[src/rtl/tit_pkg.sv]
package tit_pkg;
    localparam int NCH          = 3;
    localparam int CTL_HOLD_BIT = 0;   // control 1: hold all counters
    localparam int CTL_SEL_BIT  = 0;   // control 2: 1 selects control 1 at offset 1
    localparam int CTL_CASC_BIT = 1;   // control 2: channel 2 counts channel 3 expiries
    localparam int CTL_IE_BIT   = 6;   // every control register: channel interrupt enable
    localparam int STAT_ANY_BIT = 7;

    typedef enum logic {
        ARM_IDLE = 1'b0,
        ARM_SET  = 1'b1
    } arm_state_e;
endpackage

[src/rtl/tit_decode.sv]
module tit_decode
    import tit_pkg::*;
#(
    parameter int DATA_W = 8
) (
    input  logic              clk,
    input  logic              rst_n,
    input  logic [3:0]        addr,
    input  logic              wr_en,
    input  logic              rd_en,
    input  logic [DATA_W-1:0] wdata,
    output logic [DATA_W-1:0] ctl1,
    output logic [DATA_W-1:0] ctl2,
    output logic [DATA_W-1:0] ctl3,
    output logic [NCH-1:0]    wr_hi,
    output logic [NCH-1:0]    wr_lo,
    output logic [NCH-1:0]    cnt_rd,
    output logic              stat_rd
);
    localparam logic [3:0] OFS_CTL13 = 4'd1;
    localparam logic [3:0] OFS_CTL2  = 4'd3;

    assign stat_rd = rd_en && (addr == OFS_CTL13);

    for (genvar i = 0; i < NCH; i++) begin : g_slot
        localparam logic [1:0] SLOT = 2'(i + 1);
        logic hit;
        assign hit       = addr[0] && (addr[3:2] == SLOT);
        assign wr_hi[i]  = wr_en && hit && !addr[1];
        assign wr_lo[i]  = wr_en && hit &&  addr[1];
        assign cnt_rd[i] = rd_en && hit && !addr[1];
    end

    always_ff @(posedge clk or negedge rst_n) begin
        if (!rst_n) begin
            ctl1 <= DATA_W'(1) << CTL_HOLD_BIT;
            ctl2 <= '0;
            ctl3 <= '0;
        end else if (wr_en) begin
            if (addr == OFS_CTL2) begin
                ctl2 <= wdata;
            end else if (addr == OFS_CTL13) begin
                if (ctl2[CTL_SEL_BIT]) ctl1 <= wdata;
                else                   ctl3 <= wdata;
            end
        end
    end

    // offset 1 writes land in exactly one of control 1 / control 3
    p_ctl_select_r6: assert property (@(posedge clk) disable iff (!rst_n)
        (wr_en && addr == OFS_CTL13 && !ctl2[CTL_SEL_BIT]) |=> $stable(ctl1));
endmodule

[src/rtl/tit_chan.sv]
module tit_chan
    import tit_pkg::*;
#(
    parameter int DATA_W = 8
) (
    input  logic                clk,
    input  logic                rst_n,
    input  logic                hold,
    input  logic                tick,
    input  logic                wr_hi,
    input  logic                wr_lo,
    input  logic [DATA_W-1:0]   wdata,
    input  logic                stat_rd,
    input  logic                cnt_rd,
    output logic [2*DATA_W-1:0] cnt_o,
    output logic                flag_o
);
    localparam int CNT_W = 2 * DATA_W;
    localparam logic [CNT_W-1:0] ONE = CNT_W'(1);

    logic [DATA_W-1:0] hi_buf;
    logic [CNT_W-1:0]  latch_q, cnt_q;
    logic              flag_q, expire, clr_ok;
    arm_state_e        st_q, st_d;

    assign expire = !hold && tick && (cnt_q == '0);

    always_ff @(posedge clk or negedge rst_n) begin
        if (!rst_n) begin
            hi_buf  <= '1;
            latch_q <= '1;
        end else begin
            if (wr_hi) hi_buf <= wdata;
            if (wr_lo) latch_q <= {hi_buf, wdata};
        end
    end

    always_ff @(posedge clk or negedge rst_n) begin
        if (!rst_n)       cnt_q <= '1;
        else if (hold)    cnt_q <= latch_q;
        else if (expire)  cnt_q <= latch_q;
        else if (tick)    cnt_q <= cnt_q - ONE;
    end

    // clear machine: state register
    always_ff @(posedge clk or negedge rst_n) begin
        if (!rst_n) st_q <= ARM_IDLE;
        else        st_q <= st_d;
    end

    // clear machine: next state (arm / clear / drop)
    always_comb begin
        st_d = st_q;
        unique case (st_q)
            ARM_IDLE: if (!hold && stat_rd && flag_q) st_d = ARM_SET;
            ARM_SET:  if (hold || !flag_q || cnt_rd)  st_d = ARM_IDLE;
            default:  st_d = ARM_IDLE;
        endcase
    end

    // clear machine: outputs
    always_comb begin
        clr_ok = (st_q == ARM_SET) && cnt_rd;
    end

    always_ff @(posedge clk or negedge rst_n) begin
        if (!rst_n)      flag_q <= 1'b0;
        else if (hold)   flag_q <= 1'b0;
        else if (expire) flag_q <= 1'b1;
        else if (clr_ok) flag_q <= 1'b0;
    end

    assign cnt_o  = cnt_q;
    assign flag_o = flag_q;

    p_dec_r1: assert property (@(posedge clk) disable iff (!rst_n)
        (!hold && tick && cnt_q != '0) |=> (cnt_q == $past(cnt_q) - ONE));
    p_reload_r2: assert property (@(posedge clk) disable iff (!rst_n)
        expire |=> (flag_q && cnt_q == $past(latch_q)));
    p_clear_r4: assert property (@(posedge clk) disable iff (!rst_n)
        (st_q == ARM_SET && cnt_rd && !expire) |=> !flag_q);
    p_hold_r7: assert property (@(posedge clk) disable iff (!rst_n)
        hold |=> !flag_q);
    p_idle_r10: assert property (@(posedge clk) disable iff (!rst_n)
        (!hold && !tick) |=> $stable(cnt_q));
endmodule

[src/rtl/tri_interval_timer.sv]
module tri_interval_timer
    import tit_pkg::*;
#(
    parameter int DATA_W = 8
) (
    input  logic              clk,
    input  logic              rst_n,
    input  logic              tick_en,
    input  logic [3:0]        addr,
    input  logic              wr_en,
    input  logic              rd_en,
    input  logic [DATA_W-1:0] wdata,
    output logic [DATA_W-1:0] rdata,
    output logic              irq
);
    localparam int CNT_W = 2 * DATA_W;

    logic [DATA_W-1:0] ctl1, ctl2, ctl3, status;
    logic [NCH-1:0]    wr_hi, wr_lo, cnt_rd, flags, ie, tick_v;
    logic              stat_rd, hold, casc_tick;
    logic [CNT_W-1:0]  cnt_a [NCH];

    tit_decode #(.DATA_W(DATA_W)) u_dec (
        .clk(clk), .rst_n(rst_n), .addr(addr), .wr_en(wr_en), .rd_en(rd_en),
        .wdata(wdata), .ctl1(ctl1), .ctl2(ctl2), .ctl3(ctl3),
        .wr_hi(wr_hi), .wr_lo(wr_lo), .cnt_rd(cnt_rd), .stat_rd(stat_rd)
    );

    assign hold      = ctl1[CTL_HOLD_BIT];
    assign casc_tick = tick_en && !hold && (cnt_a[2] == '0);
    assign tick_v    = {tick_en, (ctl2[CTL_CASC_BIT] ? casc_tick : tick_en), tick_en};
    assign ie        = {ctl3[CTL_IE_BIT], ctl2[CTL_IE_BIT], ctl1[CTL_IE_BIT]};

    for (genvar i = 0; i < NCH; i++) begin : g_ch
        tit_chan #(.DATA_W(DATA_W)) u_ch (
            .clk(clk), .rst_n(rst_n), .hold(hold), .tick(tick_v[i]),
            .wr_hi(wr_hi[i]), .wr_lo(wr_lo[i]), .wdata(wdata),
            .stat_rd(stat_rd), .cnt_rd(cnt_rd[i]),
            .cnt_o(cnt_a[i]), .flag_o(flags[i])
        );
    end

    always_comb begin
        status = '0;
        status[NCH-1:0]     = flags;
        status[STAT_ANY_BIT] = |flags;
    end

    assign irq = |(flags & ie);

    always_comb begin
        rdata = '0;
        if (addr == 4'd1) begin
            rdata = status;
        end else if (addr[0] && addr[3:2] != 2'd0) begin
            rdata = addr[1] ? cnt_a[addr[3:2] - 2'd1][DATA_W-1:0]
                            : cnt_a[addr[3:2] - 2'd1][CNT_W-1:DATA_W];
        end
    end

    p_irq_src_r9: assert property (@(posedge clk) disable iff (!rst_n)
        irq |-> (|flags));
    p_casc_r5: assert property (@(posedge clk) disable iff (!rst_n)
        (ctl2[CTL_CASC_BIT] && !hold && tick_en && cnt_a[2] == '0 && cnt_a[1] != '0)
        |=> (cnt_a[1] == $past(cnt_a[1]) - CNT_W'(1)));
endmodule

[config.mk]
export PLATFORM = sky130hd
export DESIGN_NAME = tri_interval_timer
export DESIGN_NICKNAME = d
export VERILOG_FILES = /design/src/rtl/tit_pkg.sv /design/src/rtl/tit_decode.sv /design/src/rtl/tit_chan.sv /design/src/rtl/tri_interval_timer.sv
export SDC_FILE = /design/constraint.sdc
export NUM_CORES = 1
export LEC_CHECK = 0
export CELL_PAD_IN_SITES_DETAIL_PLACEMENT = 1
export CELL_PAD_IN_SITES_GLOBAL_PLACEMENT = 1
export CORE_MARGIN = 8
export CORE_UTILIZATION = 45
export DETAILED_ROUTE_END_ITERATION = 6
export PLACE_DENSITY = 0.85
export RECOVER_POWER = 100
export SYNTH_ARGS = -nofsm -noshare
export SYNTH_HDL_FRONTEND = slang
export SYNTH_HIERARCHICAL = 1
export SYNTH_SLANG_ARGS = --single-unit
[constraint.sdc]
create_clock -name clk -period 2.3 [get_ports clk]
set_input_delay 0.46 -clock clk [delete_from_list [all_inputs] [get_ports clk]]
set_output_delay 0.46 -clock clk [all_outputs]
set_load 0.005 [all_outputs]
* Word-level counts from Yosys, hierarchy flattened *
Index checks and enable logic that the tools add are counted.

word-level totals
  latch bits = 0
  bits in read-only memories = 0
  output and inout port bits = 9
  flip-flop bits (word level) = 147
  memories kept = 0
  word-level logic and storage cells = 127
  memory bits (writable) = 0
  input bits = 17

operators by class
  magnitude comparators = 1
  div/mod/pow operators = 0
  add/subtract/negate cells = 4
  multipliers = 0
  equality and inequality tests = 5
  reductions and logical operators = 58
  multiplexer cells = 34
  shifts and indexed selects = 0
  bitwise gates (word level) = 7

operators by type and width
  cell                                                count
  2-to-1 mux 16 bit                                   11
  zero test 16 bit                                    3
  subtractor 16 x 1 -> 16 bit, second input constant  3
  binary-select mux 16 bit (select 2 bit)             1
  logical AND 1 bit                                   32
  2-to-1 mux 8 bit                                    3
  nonzero test 3 bit                                  6
  2-to-1 mux 1 bit                                    16
  AND reduction 4 bit                                 2
  logical OR 1 bit                                    6
  case mux 1 bit (2 select lines)                     3
  OR reduction 3 bit                                  2
  zero test 1 bit                                     5
  NOT 1 bit                                           5
  == test 2 bit, second input constant                2
  == test 4 x 1 -> 1 bit, second input constant       1
  == test 4 x 2 -> 1 bit, second input constant       1
  AND 3 bit                                           1
  >= comparator 3 bit, second input constant          1
  NOT 2 -> 3 bit                                      1
  == test 2 x 1 -> 1 bit, second input constant       1
  AND reduction 2 bit                                 1
  nonzero test 2 bit                                  1
  subtractor 2 x 1 -> 2 bit, second input constant    1

* Logic depth before layout (Yosys ltp) *
Gate-level depths: netlist of the first run.

  depth after elaboration = 8
  gate-level depth with buffers = 9
  gate-level depth less buffers = 8

* Modules after synthesis *
The synthesis of the first run kept the hierarchy.

modules (own cells, without submodules)
  module              area each (um2)  cells each  instances  seq. area each (um2)
  tit_chan            2119.5           184         3          1101.1
  tit_decode          1037.2           69          1          601.8
  tri_interval_timer  509.2            55          1          0.0

* Least setup slack after synthesis of the first run *
No wires, ideal clock.

  path kind = register to register
  start = register g_ch[2].u_ch.cnt_q[0]
  end = register g_ch[1].u_ch.cnt_q[5]
  path buffers = 1
  data required time = 2.218 ns
  clock period less this slack = 2.376 ns
  path slack = -0.076 ns
  setup time = 0.082 ns
  arrival time = 2.294 ns
  stages on the path, launching flop included = 9
  path through = dfstp_2 > or4_1 > o22ai_1 > and4bb_1 > nand4_2 > nand2_2 > buf_8 > a21oi_2 > a211o_1

on the way
  longest elaborated chain between the ends = 7
  elaborated cells on any way between the ends = 8
  classes of those cells = mux (3); reduce/logical (5)

ends and longest elaborated chain
  what                            RTL line                  source
  start, declared                 tit_chan.sv:22            logic [CNT_W-1:0] latch_q, cnt_q;
  start signal, assigned          tit_chan.sv:40            else if (hold) cnt_q <= latch_q;
  start signal, assigned          tit_chan.sv:41            else if (expire) cnt_q <= latch_q;
  start signal, assigned          tit_chan.sv:42            else if (tick) cnt_q <= cnt_q - ONE;
  zero test 16 bit *              tri_interval_timer.sv:30  assign casc_tick = tick_en && !hold && (cnt_a[2] == '0);
  logical AND 1 bit *             tri_interval_timer.sv:30
  2-to-1 mux 1 bit *              tri_interval_timer.sv:31  assign tick_v = {tick_en, (ctl2[CTL_CASC_BIT] ? casc_tick : tick_en), tick_en};
  net tick_v[1]                   tri_interval_timer.sv:19  logic [NCH-1:0] wr_hi, wr_lo, cnt_rd, flags, ie, tick_v;
  logical AND 1 bit (2 in a row)  tit_chan.sv:26            assign expire = !hold && tick && (cnt_q == '0);
  2-to-1 mux 16 bit               tit_chan.sv:41
  2-to-1 mux 16 bit               tit_chan.sv:40
  end signal, assigned            tit_chan.sv:40
  end signal, assigned            tit_chan.sv:41
  end signal, assigned            tit_chan.sv:42
  end, declared                   tit_chan.sv:22

The timed path passes the listed nets; every way through them passes the cells marked *.
A chain may end at the register's enable or synchronous reset.

* Worst setup path in the final report of the first run *
  start = register g_ch[2].u_ch.cnt_q[4]
  end = register g_ch[1].u_ch.cnt_q[14]

Same word-level chain as after synthesis.

==> metrics.md, run 1 <==
| Metric | Value |
|---|---|
| Status | finished, violations left |
| Violated checks | capacitance limit, slew limit, setup timing |
| Mean Syn Cell Area | between 10 and 15 sq um |
| WP data arrival | about 2700 ps |
| Final ANT Viol Nets | 0 |
| Non-filler instance count after layout | just under 1k |
| Layout Nets | 773 |
| DRT iter0 DRCs | between 900 and 1k |
| Fillers | around 1.7k |
| Setup ws final | -81.94 ps |
| Leakage | approximately 3.7 nW |
| Residual DRC | 0 |
| Net Count, Synth | around 660 |
| Drt wl/cell | 28.61 microns |
| R2r worst-path depth | 8 |
| Vias in the first global route | 6,714 |
| Final Total Pwr | 11.09 mW |
| CP peak stage delay | around 430 ps |
| Hold-fix buffers, CTS | 0 |
| Syn Inst Count | 640 |
| TritonCTS clock tree | built |
| Max-Cap Viols | 1 |
| Layout cells sized above 1 | 0.5288 |
| Final setup TNS | -576.8 ps |
| Post-Synthesis Cell Area | 0.007229 sq mm |
| Initial antenna violation count | 0 |
| Global route total overflow | 0 |
| CTS sink cnt | 132 |
| Post-Place Cells | between 900 and 1k |
| Critical path, cell by cell | nor4_2 -> nand4_1 -> o22ai_4 -> buf_6 -> nor2_1 -> or4_1 -> or3_1 -> o211ai_1 |
| Synth Warn # | 6 |
| Initial Util | 0.4584 |
| Fin crit period | roughly 2400 ps |
| CP Launch Point | g_ch[2].u_ch/cnt_o[4] |
| Area taken by multi-input logic gates | about 0.0037 sq mm |
| Vias per cell | 6.687 |
| Io pins | 26 |
| Core area | approximately 0.016 sq mm |
| Maximum VDD drop | approximately 0.68 mV |
| Worst Skew | approximately 9.3 ps |
| Commonest cells after routing, fill and taps aside | dfstp_2, buf_4, mux2_2, nor2_1, nand2_1 |
| Startpoint class of the critical path | flop |
| Max clock buf depth | 2 |
| Final-report setup violation count | 17 |
| Die Span Y | 142.8 microns |
| CP Capture Point | g_ch[1].u_ch/cnt_o[14] |
| Die Area | ~0.02 sq mm |
| Area growth from synthesis to layout | 27.80% |
| HP Class | reg2reg |
| Die Width | approximately 140 microns |
| P per Cell Area | roughly 1200 mW/mm^2 |
| CTS Root Buffer Type | clkbuf_16 |
| DRT Pass-1 Iters | 6 |
| Final period utilization | 1.036 |
| Clk_lat worst skew | roughly 420 ps |
| Post-DP HPWL | between 15,000 and 20,000 microns |
| First-pass GRT wire length | roughly 39,000 microns |
| Fmax | between 400 and 500 MHz |
| Setup crit end kind | flop |
| Cell Rows | 46 |
| Cts bufs inserted | 17 |
| Fin. max-slew vios | 30 |
| Fin. Hold Viols | 0 |
| Max-slew headroom | -0.2413 |
| Slowest-stage cell, CP | or4_1 |
| FF-to-FF setup slack | -80 ps |
| Register area | 0.003457 sq mm |
| Post-Place Setup Slack | -900.1 ps |
| GRT Overall Usage | 0.2526 |
| H-tree depth | 4 |
| Pin count of the biggest net entering global routing | 58 |
| Crit Path Max Fanout | 6 |
| Buffers on Ports | 25 |
| RSZ-0062 raised after global routing | true |
| Worst-Margin Slew | 1862 ps |
| WL final | between 20,000 and 30,000 microns |
| Crit Path Class | reg2reg |
| Worst r2r src | g_ch[2].u_ch/cnt_o[4] |
| Worst reg2reg endpoint | g_ch[1].u_ch/cnt_o[14] |
| Most common cell after layout, fill and taps aside | dfstp_2 |
| Vias | between 6k and 7k |
| Reg clk slew, reported paths | roughly 60 ps |
| Routability-driven placement congestion ratio | 0.8809 |
| WP data required | between 2000 and 3000 ps |
[critical path: cells and delay by family (launching register included)]
kind	cells	cell delay, ps
AOI/OAI and AO/OA	2	330
buffers and inverters	1	160
DFF	1	380
and+or+nand+nor	5	1400
[worst min path at each step]
stage                                       from  slack (ps)                 endpoint  cells past startpoint
after floorplan                            rst_n         160      g_ch[0].u_ch/flag_o                      0
after global placement                     rst_n         440      g_ch[2].u_ch/flag_o                      1
after detailed placement                   rst_n         440        g_ch[2].u_ch/st_q                      1
after CTS                                  rst_n           3      g_ch[2].u_ch/flag_o                      1
after global routing      g_ch[0].u_ch/hi_buf[1]         520  g_ch[0].u_ch/latch_q[9]                      2
final                     g_ch[0].u_ch/hi_buf[1]         490  g_ch[0].u_ch/latch_q[9]                      2
[power breakdown]
| part | internal (mW) | total, mW | switching [mW] |
|---|---|---|---|
| Clock | 1.89 | 2.92 | 1.03 |
| Combinational | 1.70 | 3.58 | 1.89 |
| Sequential | 3.58 | 4.58 | 1.01 |
[flip-flops by register name (all words and copies together), names as in the netlist]
register,cells
g_ch.u_ch/hi_buf,24
g_ch.u_ch/latch_q,48
g_ch.u_ch/cnt_o,48
g_ch.u_ch/flag_o,3
g_ch.u_ch/st_q,3
u_dec/ctl1,2
u_dec/ctl3,1
u_dec/ctl2,3
[cell type report]
type / instances / area share
Sequential cell: 132 / 0.3742
Antenna cell: 1 / 0.0002709
Clock inverter: 9 / 0.01639
Tap cell: 216 / 0.02925
Multi-Input combinational cell: 456 / 0.3994
Clock buffer: 22 / 0.05133
Inverter: 19 / 0.007719
Timing Repair Buffer: 126 / 0.1215
[stage by stage]
step / utilization / hold WS (ps) / instance area [sq um]
floorplan: - / 164.4 / 7236
global placement: 0.5248 / 436.0 / 8275
detailed placement: 0.5248 / 442.7 / 8275
CTS: 0.5739 / 3.420 / 9051
global route: 0.5857 / 517.1 / 9236
finish: 0.5858 / 485.5 / 9239
[layer usage]
| metal | part of all wire | vias to the layer above | global-route usage |
|---|---|---|---|
| met4 | 0.045 | 0 | 0.1253 |
| met5 | 0 | - | 0 |
| met2 | 0.47 | 408 | 0.3913 |
| li1 | - | 2650 | - |
| met3 | 0.078 | 119 | 0.07446 |
| met1 | 0.41 | 3383 | 0.3160 |
[repair_timing]
action                     in CTS  in global routing
pin swaps                       8                 20
cloned                          0                  2
gates resized for setup        73                 29
setup endpoints to repair      23                 24
buffers inserted                9                  7
Power figures use the tool's default switching activity.
==> run 2: changes to the inputs <==
--- a/config.mk
+++ b/config.mk
@@ -7,10 +7,11 @@
 export LEC_CHECK = 0
 export CELL_PAD_IN_SITES_DETAIL_PLACEMENT = 1
 export CELL_PAD_IN_SITES_GLOBAL_PLACEMENT = 1
-export CORE_MARGIN = 8
+export CORE_MARGIN = 2
 export CORE_UTILIZATION = 45
 export DETAILED_ROUTE_END_ITERATION = 6
-export PLACE_DENSITY = 0.85
+export DONT_BUFFER_PORTS = 1
+export PLACE_DENSITY = 0.82
 export RECOVER_POWER = 100
 export SYNTH_ARGS = -nofsm -noshare
 export SYNTH_HDL_FRONTEND = slang
==> run 2 against run 1 <==
The flow finishes with violations (hold timing). Die area down 16%. Worst setup slack better by 82 ps. Sequential share of layout area up 3.5 points. Critical endpoint is now g_ch[1].u_ch/cnt_o[12]. Largest power group unchanged.
==> metrics.md, run 2 (same netlist as run 1, synthesis figures left out) <==
| Metric | Value |
|---|---|
| Initial Util | 0.4584 (unchanged) |
| Layout cells sized above 1 | 0.4665 (was 0.5288) |
| Fillers | 1,691 (was 1,660) |
| Final ANT Viol Nets | 0 (unchanged) |
| Fin util | 0.5348 (was 0.5858) |
| Crit Path Class | reg2reg (unchanged) |
| CTS sink cnt | 132 (unchanged) |
| R2r worst-path depth | 9 (was 8) |
| Drt wl/cell | 25.19 microns (was 28.61 microns) |
| Commonest cells after routing, fill and taps aside | dfstp_2, mux2_2, nor2_1, buf_4, nand2_1 (was dfstp_2, buf_4, mux2_2, nor2_1, nand2_1) |
| Max-slew headroom | 0.2794 (was -0.2413) |
| Vias per cell | 6.411 (was 6.687) |
| Clk_lat worst skew | 430 ps (was 420 ps) |
| WP data arrival | 2650 ps (was 2710 ps) |
| CP peak stage delay | 380 ps (was 430 ps) |
| Max-Cap Viols | 0 (was 1) |
| Crit Path Max Fanout | 10 (was 6) |
| Maximum VDD drop | 0.6640 mV (was 0.6793 mV) |
| Final period utilization | 0.9999 (was 1.036) |
| Register area | 0.003455 sq mm (was 0.003457 sq mm) |
| TritonCTS clock tree | built (unchanged) |
| Area growth from synthesis to layout | 16.67% (was 27.80%) |
| Critical path, cell by cell | nor4_4 -> nand4_1 -> o22ai_2 -> and4bb_2 -> nand4_4 -> nand2_2 -> buf_12 -> a21oi_2 -> a211o_1 (was nor4_2 -> nand4_1 -> o22ai_4 -> buf_6 -> nor2_1 -> or4_1 -> or3_1 -> o211ai_1) |
| DRT Pass-1 Iters | 5 (was 6) |
| FF-to-FF setup slack | 0.2 ps (was -80 ps) |
| Reg clk slew, reported paths | 60 ps (about the same) |
| P per Cell Area | 1219 mW/mm^2 (was 1200 mW/mm^2) |
| Cts bufs inserted | 17 (unchanged) |
| Buf+Inv Stages, Crit Path | 1 (unchanged) |
| Worst-Margin Slew | 1081 ps (was 1862 ps) |
| Core area | 0.01577 sq mm (unchanged) |
| Worst reg2reg endpoint | g_ch[1].u_ch/cnt_o[12] (was g_ch[1].u_ch/cnt_o[14]) |
| H-tree depth | 4 (unchanged) |
| Cell Rows | 46 (unchanged) |
| Max clock buf depth | 2 (unchanged) |
| Global route total overflow | 0 (unchanged) |
| Die Width | 130.8 microns (was 142.8 microns) |
| DRT iter0 DRCs | 502 (was 932) |
| Worst Skew | 8.429 ps (was 9.272 ps) |
| Most common cell after layout, fill and taps aside | dfstp_2 (unchanged) |
| Vias in the first global route | 6,247 (was 6,714) |
| CTS Root Buffer Type | clkbuf_16 (unchanged) |
| Setup crit end kind | flop (unchanged) |
| Die Span Y | 130.8 microns (was 142.8 microns) |
| Status | finished, violations left (unchanged) |
| Pin count of the biggest net entering global routing | 133 (was 58) |
| Vias | 5,879 (was 6,560) |
| Post-DP HPWL | 15,560 microns (was 16,720 microns) |
| Delay-heaviest family, CP | simple AND/OR/NAND/NOR gates (unchanged) |
| Worst r2r src | g_ch[2].u_ch/cnt_o[11] (was g_ch[2].u_ch/cnt_o[4]) |
| GRT Overall Usage | 0.2833 (was 0.2526) |
| Slowest-stage cell, CP | dfstp_2 (was or4_1) |
| Buffers on Ports | 0 (was 25) |
| RSZ-0062 raised after global routing | true (unchanged) |
| Area taken by multi-input logic gates | 0.003528 sq mm (was 0.003690 sq mm) |
| HP Class | in2async (was reg2reg) |
| Fin. Hold Viols | 113 (was 0) |
| Fin. max-slew vios | 0 (was 30) |
| First-pass GRT wire length | 35,800 microns (was 38,840 microns) |
| Fin crit period | 2300 ps (was 2382 ps) |
| WL final | 23,100 microns (was 28,070 microns) |
| Fmax | 434.8 MHz (was 419.8 MHz) |
| Routability-driven placement congestion ratio | 0.9292 (was 0.8809) |
| Residual DRC | 0 (unchanged) |
| Cell area after layout | 0.008434 sq mm (was 0.009239 sq mm) |
| Initial antenna violation count | 0 (unchanged) |
| Layout Nets | 709 (was 773) |
| Hold slack | -241.4 ps (was 485.5 ps) |
| Antenna Diode Count | 0 (was 1) |
| WP data required | 2650 ps (was 2630 ps) |
| Die Area | 0.01710 sq mm (was 0.02038 sq mm) |
| Startpoint class of the critical path | flop (unchanged) |
| Placed instance area | 0.007787 sq mm (was 0.008275 sq mm) |
| Violated checks | hold timing (was capacitance limit, slew limit, setup timing) |
| Leakage | 3.269 nW (was 3.685 nW) |
| Final-report setup violation count | 0 (was 17) |
| # Post-CTS Setup Buffers | 0 (was 9) |
| Io pins | 26 (unchanged) |
==> run 2: layout make-up <==
type	count	area share
clock inverter	14	0.02477
tap	216	0.03204
timing repair buffer	63	0.05593
clock buffer	18	0.05088
inverter	19	0.008456
sequential	132	0.4096
multi-input combinational	455	0.4183
==> run 2: power by group <==
part           leakage, nW  internal, mW  switching [mW]
Sequential            1.41          3.57           0.897
Clock                0.310          1.92            1.03
Combinational         1.54          1.36            1.50
Total                 3.27          6.85            3.43
==> run 2: how the worst max path moves through the flow <==
stage	depth (start not counted)	to	startpoint
final	9	g_ch[1].u_ch/cnt_o[12]	g_ch[2].u_ch/cnt_o[11]
after global routing	9	g_ch[1].u_ch/cnt_o[12]	g_ch[2].u_ch/cnt_o[11]
after CTS	8	g_ch[1].u_ch/cnt_o[13]	u_dec/ctl1[0]
after detailed placement	9	g_ch[1].u_ch/cnt_o[13]	g_ch[2].u_ch/cnt_o[11]
after global placement	4	rdata[7]	addr[2]
after floorplan	8	g_ch[1].u_ch/cnt_o[5]	g_ch[2].u_ch/cnt_o[0]
==> run 2: what timing repair did <==
| action | 4_1_cts | 5_1_grt |
|---|---|---|
| endpoints found under the hold margin | 132 | 132 |
| endpoints found under the setup margin | 14 | 13 |
| pin swaps | 0 | 5 |
| resized for setup | 4 | 10 |
==> run 2: layer usage <==
layer	vias to the layer above	wire length, microns	GRT usage
li1	2520	-	-
met1	3078	9867	0.3625
met2	229	11060	0.4605
met3	52	1547	0.08673
met4	0	616	0.09574
met5	-	0	0
==> run 2: through the flow <==
stage / cells / setup slack [ps] / TNS (ps) / hold slack (ps) / total power, mW
6_report: 917 / 0.1561 / 0 / -241.4 / 10.28
2_1_floorplan: 640 / 31.91 / 0 / 164.4 / 5.926
3_5_place_dp: 885 / -66.23 / -379.7 / 169.7 / 7.146
5_1_grt: 917 / -90.46 / -708.1 / -267.6 / 10.73
3_3_place_gp: 885 / 48.54 / 0 / 179.2 / 6.918
4_1_cts: 917 / 2.387 / 0 / -272.9 / 10.20
